`src/rtl/ite_pkg.sv`:
```
// Shared definitions for the predicated run sequencer.
// Holds the condition code width and the condition evaluation function.
// Assumes the 4-bit code layout: bits [3:1] pick the predicate, bit 0 inverts it.
package ite_pkg;

    localparam int COND_W = 4;

    // Decide whether a condition code holds for the given flags.
    function automatic logic cond_holds(
        input logic [COND_W-1:0] code,
        input logic              n,
        input logic              z,
        input logic              c,
        input logic              v
    );
        logic base;
        case (code[3:1])
            3'd0:    base = z;
            3'd1:    base = c;
            3'd2:    base = n;
            3'd3:    base = v;
            3'd4:    base = c & ~z;
            3'd5:    base = (n == v);
            3'd6:    base = ~z & (n == v);
            default: base = 1'b1;
        endcase
        if (code[3:1] != 3'd7 && code[0]) begin
            return ~base;
        end
        return base;
    endfunction

endpackage

```
`src/rtl/ite_slot_tracker.sv`:
```
// Holds the state of an open predicated run: the remaining-slot mask,
// the then/else mask, the base condition and the current slot index.
// Both masks shift right by one slot per retired instruction. Bit 0 is the
// current slot. Assumes MAX_SLOTS >= 2.
module ite_slot_tracker #(
    parameter int MAX_SLOTS = 4,
    parameter int IDX_W     = $clog2(MAX_SLOTS)
) (
    input  logic                      clk,
    input  logic                      rst_n,
    input  logic                      flush,
    input  logic                      load,
    input  logic [ite_pkg::COND_W-1:0] load_cond,
    input  logic [IDX_W-1:0]          load_last,
    input  logic [MAX_SLOTS-2:0]      load_else,
    input  logic                      advance,
    output logic                      active,
    output logic                      last_slot,
    output logic [IDX_W-1:0]          index,
    output logic [ite_pkg::COND_W-1:0] cond
);
    import ite_pkg::*;

    logic [MAX_SLOTS-1:0] live_q;
    logic [MAX_SLOTS-1:0] else_q;
    logic [COND_W-1:0]    base_q;
    logic [IDX_W-1:0]     idx_q;
    logic [MAX_SLOTS-1:0] live_load;

    // Build the remaining-slot mask for a new run: one bit per covered slot.
    always_comb begin
        for (int i = 0; i < MAX_SLOTS; i++) begin
            live_load[i] = (IDX_W'(i) <= load_last);
        end
    end

    // Update the run state: reset, flush, new prefix, or advance one slot.
    always_ff @(posedge clk) begin
        if (!rst_n) begin
            live_q <= '0;
            else_q <= '0;
            base_q <= '0;
            idx_q  <= '0;
        end else if (flush) begin
            live_q <= '0;
            else_q <= '0;
            idx_q  <= '0;
        end else if (load) begin
            live_q <= live_load;
            else_q <= {load_else, 1'b0};
            base_q <= load_cond;
            idx_q  <= '0;
        end else if (advance && live_q[0]) begin
            live_q <= {1'b0, live_q[MAX_SLOTS-1:1]};
            else_q <= {1'b0, else_q[MAX_SLOTS-1:1]};
            idx_q  <= idx_q + IDX_W'(1);
        end
    end

    // Present the current slot: active flag, last-slot flag, condition.
    always_comb begin
        active    = live_q[0];
        last_slot = live_q[0] & ~live_q[1];
        index     = idx_q;
        cond      = base_q ^ {{(COND_W-1){1'b0}}, else_q[0]};
    end

endmodule

```
`src/rtl/ite_cond_unit.sv`:
```
// Evaluates one condition code against the live flags.
// Purely combinational. Assumes the flags are already settled in this cycle.
module ite_cond_unit (
    input  logic [ite_pkg::COND_W-1:0] cond,
    input  logic                       n,
    input  logic                       z,
    input  logic                       c,
    input  logic                       v,
    output logic                       holds
);
    import ite_pkg::*;

    // Apply the shared evaluation function.
    always_comb begin
        holds = cond_holds(cond, n, z, c, v);
    end

endmodule

```
`src/rtl/ite_rule_check.sv`:
```
// Flags illegal instructions inside a predicated run. The three cases are:
// a missing condition code, a code other than the slot's own, and a branch
// before the last slot. The result is registered and lasts one cycle.
// Assumes the slot inputs describe the slot the instruction retires from.
module ite_rule_check (
    input  logic                       clk,
    input  logic                       rst_n,
    input  logic                       in_run,
    input  logic                       last_slot,
    input  logic [ite_pkg::COND_W-1:0] slot_cond,
    input  logic                       retire,
    input  logic                       has_cond,
    input  logic [ite_pkg::COND_W-1:0] instr_cond,
    input  logic                       is_branch,
    output logic                       err
);
    logic bad_now;

    // Combine the three violation cases for the retiring instruction.
    always_comb begin
        bad_now = retire && in_run &&
                  (!has_cond || (instr_cond != slot_cond) || (is_branch && !last_slot));
    end

    // Register the violation into a one-cycle pulse.
    always_ff @(posedge clk) begin
        if (!rst_n) begin
            err <= 1'b0;
        end else begin
            err <= bad_now;
        end
    end

endmodule

```
`src/rtl/ite_sequencer.sv`:
```
// Top of the predicated run sequencer. It joins three parts:
// - the slot tracker, which keeps the run state;
// - the condition unit, which makes the execute decision;
// - the rule checker, which raises error pulses.
// Outside a run every instruction executes. Assumes at most one prefix or one
// retiring instruction is presented per cycle.
module ite_sequencer #(
    parameter int MAX_SLOTS = 4
) (
    input  logic                               clk,
    input  logic                               rst_n,
    input  logic                               flush,
    input  logic                               prefix_valid,
    input  logic [3:0]                         prefix_cond,
    input  logic [$clog2(MAX_SLOTS)-1:0]       prefix_last,
    input  logic [MAX_SLOTS-2:0]               prefix_else,
    input  logic                               instr_valid,
    input  logic                               instr_has_cond,
    input  logic [3:0]                         instr_cond,
    input  logic                               instr_is_branch,
    input  logic                               flag_n,
    input  logic                               flag_z,
    input  logic                               flag_c,
    input  logic                               flag_v,
    output logic                               in_block,
    output logic [$clog2(MAX_SLOTS)-1:0]       slot_index,
    output logic [3:0]                         slot_condition,
    output logic                               execute,
    output logic                               rule_error
);
    localparam int IDX_W = $clog2(MAX_SLOTS);

    logic active;
    logic last_slot;
    logic holds;

    ite_slot_tracker #(
        .MAX_SLOTS (MAX_SLOTS),
        .IDX_W     (IDX_W)
    ) u_tracker (
        .clk       (clk),
        .rst_n     (rst_n),
        .flush     (flush),
        .load      (prefix_valid),
        .load_cond (prefix_cond),
        .load_last (prefix_last),
        .load_else (prefix_else),
        .advance   (instr_valid),
        .active    (active),
        .last_slot (last_slot),
        .index     (slot_index),
        .cond      (slot_condition)
    );

    ite_cond_unit u_cond (
        .cond  (slot_condition),
        .n     (flag_n),
        .z     (flag_z),
        .c     (flag_c),
        .v     (flag_v),
        .holds (holds)
    );

    ite_rule_check u_rules (
        .clk        (clk),
        .rst_n      (rst_n),
        .in_run     (active),
        .last_slot  (last_slot),
        .slot_cond  (slot_condition),
        .retire     (instr_valid),
        .has_cond   (instr_has_cond),
        .instr_cond (instr_cond),
        .is_branch  (instr_is_branch),
        .err        (rule_error)
    );

    // Drive the run flag and the execute decision; outside a run always execute.
    always_comb begin
        in_block = active;
        execute  = active ? holds : 1'b1;
    end

endmodule

```
`config.mk`:
```
export PLATFORM = sky130hd
export DESIGN_NAME = ite_sequencer
export DESIGN_NICKNAME = d
export VERILOG_FILES = /design/src/rtl/ite_pkg.sv /design/src/rtl/ite_slot_tracker.sv /design/src/rtl/ite_cond_unit.sv /design/src/rtl/ite_rule_check.sv /design/src/rtl/ite_sequencer.sv
export SDC_FILE = /design/constraint.sdc
export NUM_CORES = 1
export LEC_CHECK = 0
export ABC_CLOCK_PERIOD_IN_PS = 1600
export CAP_MARGIN = 20
export CORE_MARGIN = 2
export CORE_UTILIZATION = 38
export CTS_CLUSTER_DIAMETER = 60
export DETAILED_ROUTE_END_ITERATION = 8
export PLACE_DENSITY_LB_ADDON = 0.2
export SLEW_MARGIN = 20
export SYNTH_ARGS = -nofsm -noshare
export SYNTH_HDL_FRONTEND = slang
export SYNTH_HIERARCHICAL = 1
export SYNTH_SLANG_ARGS = --single-unit
```
`constraint.sdc`:
```
create_clock -name clk -period 1.6 [get_ports clk]
set_clock_uncertainty 0.1 [all_clocks]
set_input_delay 0.24 -clock clk [delete_from_list [all_inputs] [get_ports clk]]
set_output_delay 0.24 -clock clk [all_outputs]
set_load 0.01 [all_outputs]
```
# Word level (Yosys, flattened, before mapping)
# Cells that the tools add are included.
# totals
mem_bits_ro,0
mem_bits_rw,0
out_inout_bits,9
mem_count,0
word_cells,51
latch_bits,0
reg_bits,15
# op_classes
shifts,0
eq_ne,9
div_mod_pow,0
n_mul,0
muxes,9
reduce_logical,13
n_addsub,1
magnitude_cmp,4
bitwise,9
# ops
cell,count
$mux W4,4
$eq A3 B3 Y1 const B,3
$pmux W1 S7,1
$eq A3 B2 Y1 const B,2
$not A1 Y1,5
$le A1 B2 Y1 const A,2
$le A2 B2 Y1 const A,2
$logic_and A1 B1 Y1,4
$mux W1,4
$ne A4 B4 Y1,1
$xor A4 B1 Y4,1
$and A1 B1 Y1,3
$eq A3 B1 Y1 const B,1
$logic_not A3 Y1,1
$ne A3 B3 Y1 const B,1
$reduce_or A3 Y1,1
$add A2 B1 Y2 const B,1
$logic_not A1 Y1,2
$logic_or A1 B1 Y1,2
$reduce_and A2 Y1,1
$reduce_bool A2 Y1,1
$reduce_or A2 Y1,1
$eq A1 B1 Y1,1

# Depth between registers and ports, before layout
# Gate-level depths: netlist (run 1).
# depth
ltp_word,7
ltp_mapped,6

# Modules after synthesis
# The synthesis (run 1) kept the hierarchy.
# by_module_without_submodules
mod,instances,area_each_um2,cells_each
ite_slot_tracker,1,615.6,65
ite_cond_unit,1,132.6,18
ite_rule_check,1,80.1,10
ite_sequencer,1,6.3,1

# Least setup slack after synthesis (run 1)
# Ideal clock, no wire load.
# synth_timing
path_kind,reg2out
startpoint,register u_tracker.else_q[0]
endpoint,output execute
stages_incl_launch_ff,6
n_path_buf,0
setup_slack_ns,-0.163
t_required_ns,1.260
arrival_time_ns,1.423
cell_sequence,dfxtp_1 > xor2_1 > xor2_1 > a22oi_2 > and3b_1 > nand2b_1
# synth_between
elab_chain_cells,5
# synth_rtl
element,line,text
"start, declared",ite_slot_tracker.sv:25,logic [MAX_SLOTS-1:0] else_q;
"start signal, assigned",ite_slot_tracker.sv:50,"else_q <= {load_else, 1'b0};"
"start signal, assigned",ite_slot_tracker.sv:55,"else_q <= {1'b0, else_q[MAX_SLOTS-1:1]};"
$xor A4 B1 Y4,ite_slot_tracker.sv:65,"cond = base_q ^ {{(COND_W-1){1'b0}}, else_q[0]};"
net slot_condition[0],ite_sequencer.sv:27,"output logic [3:0] slot_condition,"
$logic_and A1 B1 Y1,ite_pkg.sv:27,if (code[3:1] != 3'd7 && code[0]) begin
$mux W1,ite_pkg.sv:27,
$mux W1,ite_pkg.sv:30,return base;
net holds,ite_sequencer.sv:35,logic holds;
$mux W1,ite_sequencer.sv:80,execute = active ? holds : 1'b1;
"end, declared",ite_sequencer.sv:28,"output logic execute,"
# The timed path passes the listed nets, and every way through them passes these cells.

# Worst setup path after layout (run 1)
# layout_timing
startpoint,register u_tracker.base_q[2]
endpoint,output execute
# layout_between
elab_chain_cells,7
word_cells_on_any_way,16
# layout_rtl
element,line,text
"start, declared",ite_slot_tracker.sv:26,logic [COND_W-1:0] base_q;
"start signal, assigned",ite_slot_tracker.sv:51,base_q <= load_cond;
$xor A4 B1 Y4 *,ite_slot_tracker.sv:65,
"$eq A3 B3 Y1, or another cell as far along",ite_pkg.sv:17,case (code[3:1])
$pmux W1 S7,ite_pkg.sv:17,
$not A1 Y1,ite_pkg.sv:28,return ~base;
$mux W1,ite_pkg.sv:27,
$mux W1 *,ite_pkg.sv:30,
net holds,ite_sequencer.sv:35,
$mux W1 *,ite_sequencer.sv:80,
# The timed path passes the listed nets; every way through them passes the cells marked *. The select of a mux whose other input is x is not followed.

==> impl.org, run 1 <==
** Floorplan
- The initial utilization of the core area, before any placement, comes to 0.413.
- Die footprint :: 2590 um2
- The region available for standard cell placement spans 2020 um2.
- In this run the vertical extent of the chip is 50.9 um.
- In this run the count of I/O pins placed on the die edge is 33.
- Horizontal die dimension :: 50.9 um
- After floorplanning, the core was divided into 16 placement rows.

** Clocking
- TritonCTS built the clock tree.
- Worst-Skew Late Latency :: 280 ps
- H-tree level count :: 1
- Clock tree synthesis selected as its root buffer the cell sky130_fd_sc_hd__clkbuf_4.
- Clock tree synthesis found a total of 15 sinks.
- Clock-pin slew was measured on the worst setup and hold paths at 90 ps.
- Clock Tree Buf Depth :: 2
- In this run, CTS created clock tree buffers numbering 3.

** Logic synthesis
- The netlist uses 25 different library cells.
- Counting every net in the synthesized netlist gives 118.
- Most used flip-flop cell after synthesis :: sky130_fd_sc_hd__dfxtp_1
- Synthesized cell area :: 835 um2
- By count the netlist is led by sky130_fd_sc_hd__dfxtp_1 (15), sky130_fd_sc_hd__xor2_1 (9), sky130_fd_sc_hd__nor2b_1 (8).
- Synthesis warning total :: 6
- A synthesized cell averages 8.88 um2.
- Number of enable-type register cells in the synthesized netlist :: 0
- By area the synthesized netlist is led by sky130_fd_sc_hd__dfxtp_1 (36%), sky130_fd_sc_hd__xor2_1 (9.4%), sky130_fd_sc_hd__mux2i_1 (8.4%).
- Synthesis handed over a netlist of 94 instances.
- By instance count, the leading cell after synthesis is sky130_fd_sc_hd__dfxtp_1.
- Proportion of synthesized flip-flops having asynchronous set or reset :: 0
- Of the post-synthesis cell area, the dominant cell type holds 0.360.
- sky130_fd_sc_hd__dfxtp_1 takes more of the synthesized area than any other cell.
- Seq cells post-synth :: 15
- Proportion of synthesized chip area in sequential cells :: 0.360

** Setup path
- Arrival @ worst endpoint :: 1660 ps
- Of all nets on the critical path, the largest fanout is 4.
- The worst setup path is captured at an output pin.
- Worst R2R Path Depth :: 7
- Cell chain of the critical path :: mux2i_1, xor2_1, a22oi_2, and3b_1, nand2b_1, buf_2
- The most critical setup path has its startpoint at u_tracker/base_q[2].
- The startpoint identified for the worst register-to-register timing path is u_tracker/base_q[0].
- Reg-to-reg setup timing slack :: 60 ps
- Last element of the critical path :: execute
- Startpoint-to-endpoint class of the critical path :: flop to output pin
- Slowest stage cell on the critical path :: sky130_fd_sc_hd__dfxtp_4
- In this run the critical register-to-register path is captured at u_rules/err.
- STA classifies the critical path startpoint as a flop.
- Required time of the critical path :: 1260 ps
- Crit-path max cell delay :: 400 ps

** Timing
- The number of pins exceeding their max-slew limit in the final report came to 0.
- Final setup slack of the worst path :: -399 ps
- Portion of the clock cycle consumed by the worst path in the final layout :: 1.25
- Slew at the pin closest to its max-slew limit :: 380 ps
- Setup violations remaining at the end of the flow were counted as 2.
- The smallest clock period supported by the final layout is computed as 2000 ps.
- Static timing analysis puts the maximum clock frequency at 500 MHz.
- On the final layout, the worst hold slack is 387 ps.
- RSZ-0062 raised after global routing :: yes
- The total count of hold-check failures in the final report is 0.
- TNS Setup :: -564 ps
- Slew Limit Headroom :: 0.747

** Run status
- Failing checks :: setup timing
- The run finished, with violations left.

** Final layout
- Synthesis-to-finish area growth :: 57.4%
- Fill cell total of the finished layout :: 176
- In the final layout, the share of cells above drive strength 1 is 0.201.
- Final layout net count :: 159
- Diodes inserted :: 0

** Place
- Pre-CTS WS :: -725 ps
- Port buffering added 32 buffers.
- Final Wtd Congestion :: 0.667
- Summed over all nets, the half-perimeter wirelength after detailed placement is 1590 um.

** Global routing
- Vias in the first global route :: 749
- GR Overflow Total :: 0
- The first global-routing pass estimated 3370 um of wire.
- Initial antenna violation count :: 0
- Global Route Usage Sum :: 0.171
- Pin count of the biggest net entering global routing :: 16

** Detailed routing
- Routed wire length :: 2120 um
- Detailed routing placed a total of 120 um of wire on met3.
- Detailed-route via count :: 816
- The first detailed-routing pass took 4 iterations.
- Post-route met1 wirelength :: 947 um
- In the final routed layout, each cell accounts on average for 13.1 um.
- In the routed design, unresolved DRC markers number 0.
- Top routing layer used :: met4
- DRC violation total after the first TritonRoute iteration :: 12
- The detail route stage leaves a number of antenna-violating nets equal to 0.
- Met2 wirelength from detailed routing :: 1020 um
- Via density per instance :: 5.07

** Power
- Fraction of power spent switching nets :: 0.266
- The worst-case IR drop observed on VDD is 0.000360 V.
- Sw Pwr :: 0.215 mW
- Summed over all cells, the static leakage comes to 0.577 nW.
- Total power density per cell area :: 617 nW/um2
- Comb pwr share :: 0.246
- The share of total power dissipated in sequential elements is 0.488.
- Of the total power, the clock network draws 0.266.
- Internal power :: 0.595 mW

** Run
- The tool flagged a number of max-cap violations equal to 0.

** Worst hold path
- Hold crit path type :: flop to flop
## metal layers
layer	vias up	track usage
li1	410	-
met1	368	0.219
met2	34	0.279
met3	4	0.0409
met4	0	0.0631
met5	-	0
## worst max-delay path, delay by kind of cell (launching register included)
kind	cells	cell delay (ps)
flops	1	400
simple gates	2	290
mux	1	230
xor+xnor	1	220
buf+inv	1	140
compound gates	1	100
## worst min path at each step
stage / startpoint / depth (start not counted) / end / slack [ps]
after floorplan: instr_has_cond / 1 / u_rules/err / 240
after global placement: u_tracker/else_q[3] / 2 / u_tracker/else_q[3] / 370
after detailed placement: u_tracker/else_q[3] / 2 / u_tracker/else_q[3] / 370
after CTS: u_tracker/else_q[3] / 2 / u_tracker/else_q[3] / 390
after global routing: u_tracker/live_q[3] / 2 / u_tracker/live_q[3] / 420
final: u_tracker/else_q[3] / 2 / u_tracker/else_q[3] / 390
## cell usage in the layout (no fill, tap or decap), types with 3 or more instances in the layout
cell                              instances
sky130_fd_sc_hd__a211oi_1                 5
sky130_fd_sc_hd__a21oi_1                  5
sky130_fd_sc_hd__and2b_1                  3
sky130_fd_sc_hd__and3_1                   4
sky130_fd_sc_hd__buf_4                    8
sky130_fd_sc_hd__clkbuf_4                 3
sky130_fd_sc_hd__clkdlybuf4s50_1         21
sky130_fd_sc_hd__dfxtp_1                 10
sky130_fd_sc_hd__dfxtp_4                  3
sky130_fd_sc_hd__dlygate4sd2_1            7
sky130_fd_sc_hd__mux2i_1                  7
sky130_fd_sc_hd__nand2b_1                 3
sky130_fd_sc_hd__nand3_1                  4
sky130_fd_sc_hd__nand3b_1                 3
sky130_fd_sc_hd__nor2_1                   3
sky130_fd_sc_hd__nor2b_1                  8
sky130_fd_sc_hd__nor3_1                   7
sky130_fd_sc_hd__xor2_1                   8
## cells by family (layout without fill, tap and decap cells)
family | Yosys count | count (layout) | synth area share
xor+xnor | 10 | 10 | 0.105
simple gates | 41 | 41 | 0.291
flops | 15 | 15 | 0.360
mux | 7 | 7 | 0.0840
buf+inv | 8 | 48 | 0.0555
compound gates | 13 | 13 | 0.105
## power by group through the flow
| stage | registers, mW | logic (mW) | clock network, mW |
|---|---|---|---|
| final | 0.396 | 0.199 | 0.216 |
| after global routing | 0.397 | 0.215 | 0.242 |
| after CTS | 0.395 | 0.192 | 0.227 |
| after detailed placement | 0.406 | 0.193 | 0 |
| after global placement | 0.405 | 0.189 | 0 |
| after floorplan | 0.403 | 0.0939 | 0 |
## flip-flops by register name (all words and copies together), names as in the netlist
| name | flops |
|---|---|
| u_rules/err | 1 |
| u_tracker/base_q | 4 |
| u_tracker/else_q | 4 |
| u_tracker/index | 2 |
| u_tracker/live_q | 4 |
## final cells by class
type,instances,area [um2],share of cell area
timing repair buffer,42,395,0.301
multi-input combinational,71,536,0.408
sequential,15,314,0.239
tap,27,33.8,0.0257
clock inverter,1,5.00,0.00381
clock buffer,3,22.5,0.0171
inverter,2,7.51,0.00571
## stage by stage
stage	util	power [mW]	area, um2	std cells
floorplan	-	0.497	865	94
detailed placement	0.611	0.599	1240	155
global route	0.650	0.853	1310	161
global placement	0.611	0.594	1240	155
CTS	0.634	0.814	1280	160
finish	0.650	0.810	1310	161
## timing repair
action,in CTS,in global routing
hold buffers,0,0
gates resized for setup,23,5
endpoints found under the setup margin,6,3
pin swaps,7,1
setup buffers,1,1
Note: power is estimated with default switching activity, not from simulation.
==> inputs of run 2 (changes only) <==
--- a/config.mk
+++ b/config.mk
@@ -7,8 +7,8 @@
 export LEC_CHECK = 0
 export ABC_CLOCK_PERIOD_IN_PS = 1600
 export CAP_MARGIN = 20
-export CORE_MARGIN = 2
-export CORE_UTILIZATION = 38
+export CORE_UTILIZATION = 40
+export CTS_BUF_LIST = sky130_fd_sc_hd__clkbuf_8
 export CTS_CLUSTER_DIAMETER = 60
 export DETAILED_ROUTE_END_ITERATION = 8
 export PLACE_DENSITY_LB_ADDON = 0.2
==> run 2 against run 1 <==
  * The flow still finishes with violations (setup timing)
  * Combinational power grew 3%
  * Register-to-register slack gained 40 ps
  * Maximum frequency grew 1.1%
  * Core utilization grew 3.6 points
  * Cell area grew 2.4%
  * Final cell count grew 1.2%
  * First-iteration DRC count shrank 8.3%
  * Sequential power is essentially flat
  * Die area shrank 12%
  * Clock power grew 41%
  * Critical path depth is the same
==> impl.org, run 2 (synthesis results as in run 1) <==
** Timing
- Of the available clock period, the critical path in the final layout requires 1.24.
- TNS Setup :: -377 ps
- Headroom to the max-slew limit came out at 0.728.
- Final Hold Vio Count :: 0
- Min cycle time layout :: 1980 ps
- At the pin with the least slew margin, the transition time is 408 ps.
- In the post-route analysis, the smallest setup slack over all paths is -377 ps.
- The number of pins exceeding their max-slew limit in the final report was 0.
- Setup violations remaining at the end of the flow were counted as 1.
- Maximum achievable frequency :: 506 MHz
- On the final layout, the worst hold slack is 390 ps.
- Setup repair after global routing could not meet its margin everywhere.

** Global routing
- For met2 alone, demand over resource in global routing was 0.378.
- For met1 alone, demand over resource in global routing was 0.212.
- In the global route stage, overall resource usage came out at 0.198.
- The total overflow left after global routing is 0.
- Initial antenna violation count :: 0
- The first global-routing pass estimated 3090 um of wire.
- Met3 GRT Util :: 0.0340
- Pin count of the biggest net entering global routing :: 16
- Vias in the first global route :: 738
- Most crowded layer after global routing :: met2

** Detailed routing
- Summing over every cut layer, the via total after detailed routing is 821.
- Post-route DRC :: 0
- For this block, the routed nets add up to 2130 um of wire.
- Number of detailed-routing iterations run before antenna repair :: 4
- Post-route ant nets :: 0
- After the first detailed-routing iteration, the DRC count stood at 11.
- After detailed routing, the number of vias per cell comes to 5.04.
- WL per Instance :: 13.0 um

** Clocking
- The tree is rooted in a sky130_fd_sc_hd__clkbuf_8.
- After clock tree synthesis, the clock-pin slew on the worst setup and hold paths is 70 ps.
- The clock reaches the later pin of the worst-skew pair after 250 ps.
- No sink is reached through more buffers than the 2 on the longest clock path.
- CTS tree :: done
- Total of hold buffers inserted after clock tree synthesis :: 0
- In this run the number of H-tree levels came out at 1.
- Clock tree synthesis inserted a total of 3 buffers.
- Clock sink count :: 15

** Run status
- The flow ran to the end, but the final reports show violations.
- Failing checks :: setup timing

** Floorplan
- Horizontal die dimension :: 47.7 um
- Die Y-Extent :: 47.7 um
- Die footprint :: 2270 um2
- In this run the count of I/O pins placed on the die edge is 33.
- Site Rows :: 16
- For this configuration, the core starts out at a cell density of 0.425.
- The floorplan step defined a core boundary enclosing 1960 um2.

** Final layout
- Fill cell total of the finished layout :: 186
- The count of cells in the finished layout, fillers not included, comes to 163.
- Most frequent cells in the layout :: sky130_fd_sc_hd__clkdlybuf4s50_1 (24), sky130_fd_sc_hd__buf_4 (10), sky130_fd_sc_hd__dfxtp_1 (10)
- The net count of the finished layout is 161.
- Fraction of the core area covered by cells at the end of the flow :: 0.686
- Fraction of final layout cells with drive strength greater than 1 :: 0.213
- The library cell used most frequently in the layout, excluding fill and tap cells, is sky130_fd_sc_hd__clkdlybuf4s50_1.
- In the final layout, the registers with the most flip-flops are u_tracker/base_q: 4 flops, u_tracker/else_q: 4 flops, u_tracker/live_q: 4 flops.
- From synthesis to final layout, the design area changed by 61.2%.
- Diodes inserted :: 0
- Final Instance Area :: 1350 um2

** Setup path
- In this run the critical register-to-register path is launched from u_tracker/base_q[0].
- On the worst path, the slowest cell contributes a delay of 390 ps.
- STA puts the critical path data required time at 1260 ps.
- The slowest stage of the critical path belongs to the cell sky130_fd_sc_hd__dfxtp_4.
- Startpoint-to-endpoint class of the critical path :: flop to output pin
- Setup crit start kind :: flop
- The cell family contributing the most delay on the critical path is flip-flops.
- The number of buffers and inverters on the critical path is 1.
- STA classifies the critical path endpoint as an output pin.
- CP Max Fanout :: 5
- The worst register-to-register path has a setup slack of 100 ps.
- The worst register-to-register path ends at u_rules/err.
- Worst R2R Path Depth :: 6
- Cell chain of the critical path :: mux2i_2, xor2_1, a22oi_2, and3b_1, nand2b_1, buf_2
- Arrival @ worst endpoint :: 1640 ps

** Place
- Post-placement cell count :: 157
- Total cell area at the placement stage :: 1250 um2
- Final Wtd Congestion :: 0.714
- At the placement stage, the worst setup path has a slack of -740 ps.
- Detailed placement finished with a half-perimeter wire length of 1470 um.
- Buffers added on ports :: 32

** Run
- Count of max-cap constraint violations :: 0

** Power
- In this run the power density over the cells is 674 nW/um2.
- Overall power consumption after layout is estimated at 0.907 mW.
- Maximum vdd drop :: 0.000417 V
- Leak Pwr :: 0.575 nW

** Worst hold path
- Along the worst hold path, the cell count comes to 2.
- The startpoint identified for the worst hold timing path is u_tracker/live_q[3].
- In this run the worst hold path is classified as flop to flop.
- The worst hold path terminates at u_tracker/live_q[3].
==> run 2: cell count changes in the layout (fill, tap and decap cells not counted) <==
cell | before | now
sky130_fd_sc_hd__clkbuf_4 | 3 | 0
sky130_fd_sc_hd__dlygate4sd2_1 | 7 | 5
sky130_fd_sc_hd__clkdlybuf4s15_2 | 1 | 0
sky130_fd_sc_hd__buf_6 | 2 | 3
sky130_fd_sc_hd__buf_4 | 8 | 10
sky130_fd_sc_hd__clkdlybuf4s50_1 | 21 | 24
sky130_fd_sc_hd__clkbuf_8 | 0 | 3
sky130_fd_sc_hd__mux2i_2 | 0 | 1
sky130_fd_sc_hd__a31oi_2 | 1 | 0
sky130_fd_sc_hd__a31oi_1 | 1 | 2
sky130_fd_sc_hd__dlymetal6s2s_1 | 2 | 1
sky130_fd_sc_hd__mux2i_1 | 7 | 6
==> run 2: layer usage <==
layer / part of all wire / vias to the layer above
met5: 0 / -
met3: 0.054 / 4
met1: 0.43 / 375
li1: - / 410
met2: 0.51 / 32
met4: 0.013 / 0
==> run 2: worst register-to-register path: stages (launching register included) <==
cell and delay [ps]:
sky130_fd_sc_hd__dfxtp_4 360, sky130_fd_sc_hd__xor2_4 210, sky130_fd_sc_hd__buf_4 150, sky130_fd_sc_hd__buf_4 120
sky130_fd_sc_hd__xor2_1 150, sky130_fd_sc_hd__nor3_1 200, sky130_fd_sc_hd__a31oi_1 110
==> run 2: where the power goes <==
group / switching [mW] / leakage (nW) / internal, mW
clock network: 0.133 / 0.0255 / 0.172
registers: 0.0135 / 0.125 / 0.383
logic: 0.0798 / 0.424 / 0.125
total: 0.226 / 0.575 / 0.680
==> run 2: final cells by class <==
type,count,area [um2],area share
Tap cell,27,33.8,0.0251
Clock inverter,1,5.00,0.00372
Clock buffer,3,41.3,0.0307
Multi-Input combinational cell,71,533,0.396
Sequential cell,15,314,0.233
Inverter,2,7.51,0.00558
Timing Repair Buffer,44,410,0.305
==> run 2: worst max path at each step <==
stage / end / depth (start not counted) / startpoint / slack (ps)
floorplan: execute / 5 / u_tracker/base_q[0] / 5
finish: execute / 6 / u_tracker/base_q[2] / -380
detailed placement: execute / 7 / flag_z / -740
global placement: execute / 7 / flag_z / -680
global route: execute / 7 / flag_c / -450
CTS: execute / 6 / u_tracker/base_q[2] / -350
==> run 2: timing repair <==
| action | CTS | global route |
|---|---|---|
| resized for setup | 23 | 4 |
| endpoints found under the setup margin | 5 | 2 |
| pin swaps | 3 | 1 |
| setup buffers | 3 | 0 |
| hold endpoints to repair | 0 | 0 |
==> inputs of run 3 (changes only) <==
--- a/config.mk
+++ b/config.mk
@@ -10,6 +10,7 @@
 export CORE_UTILIZATION = 40
 export CTS_BUF_LIST = sky130_fd_sc_hd__clkbuf_8
 export CTS_CLUSTER_DIAMETER = 60
+export CTS_CLUSTER_SIZE = 14
 export DETAILED_ROUTE_END_ITERATION = 8
 export PLACE_DENSITY_LB_ADDON = 0.2
 export SLEW_MARGIN = 20
==> results of run 3 <==
The final DEF is identical to that of run 2; final timing and power are the same.
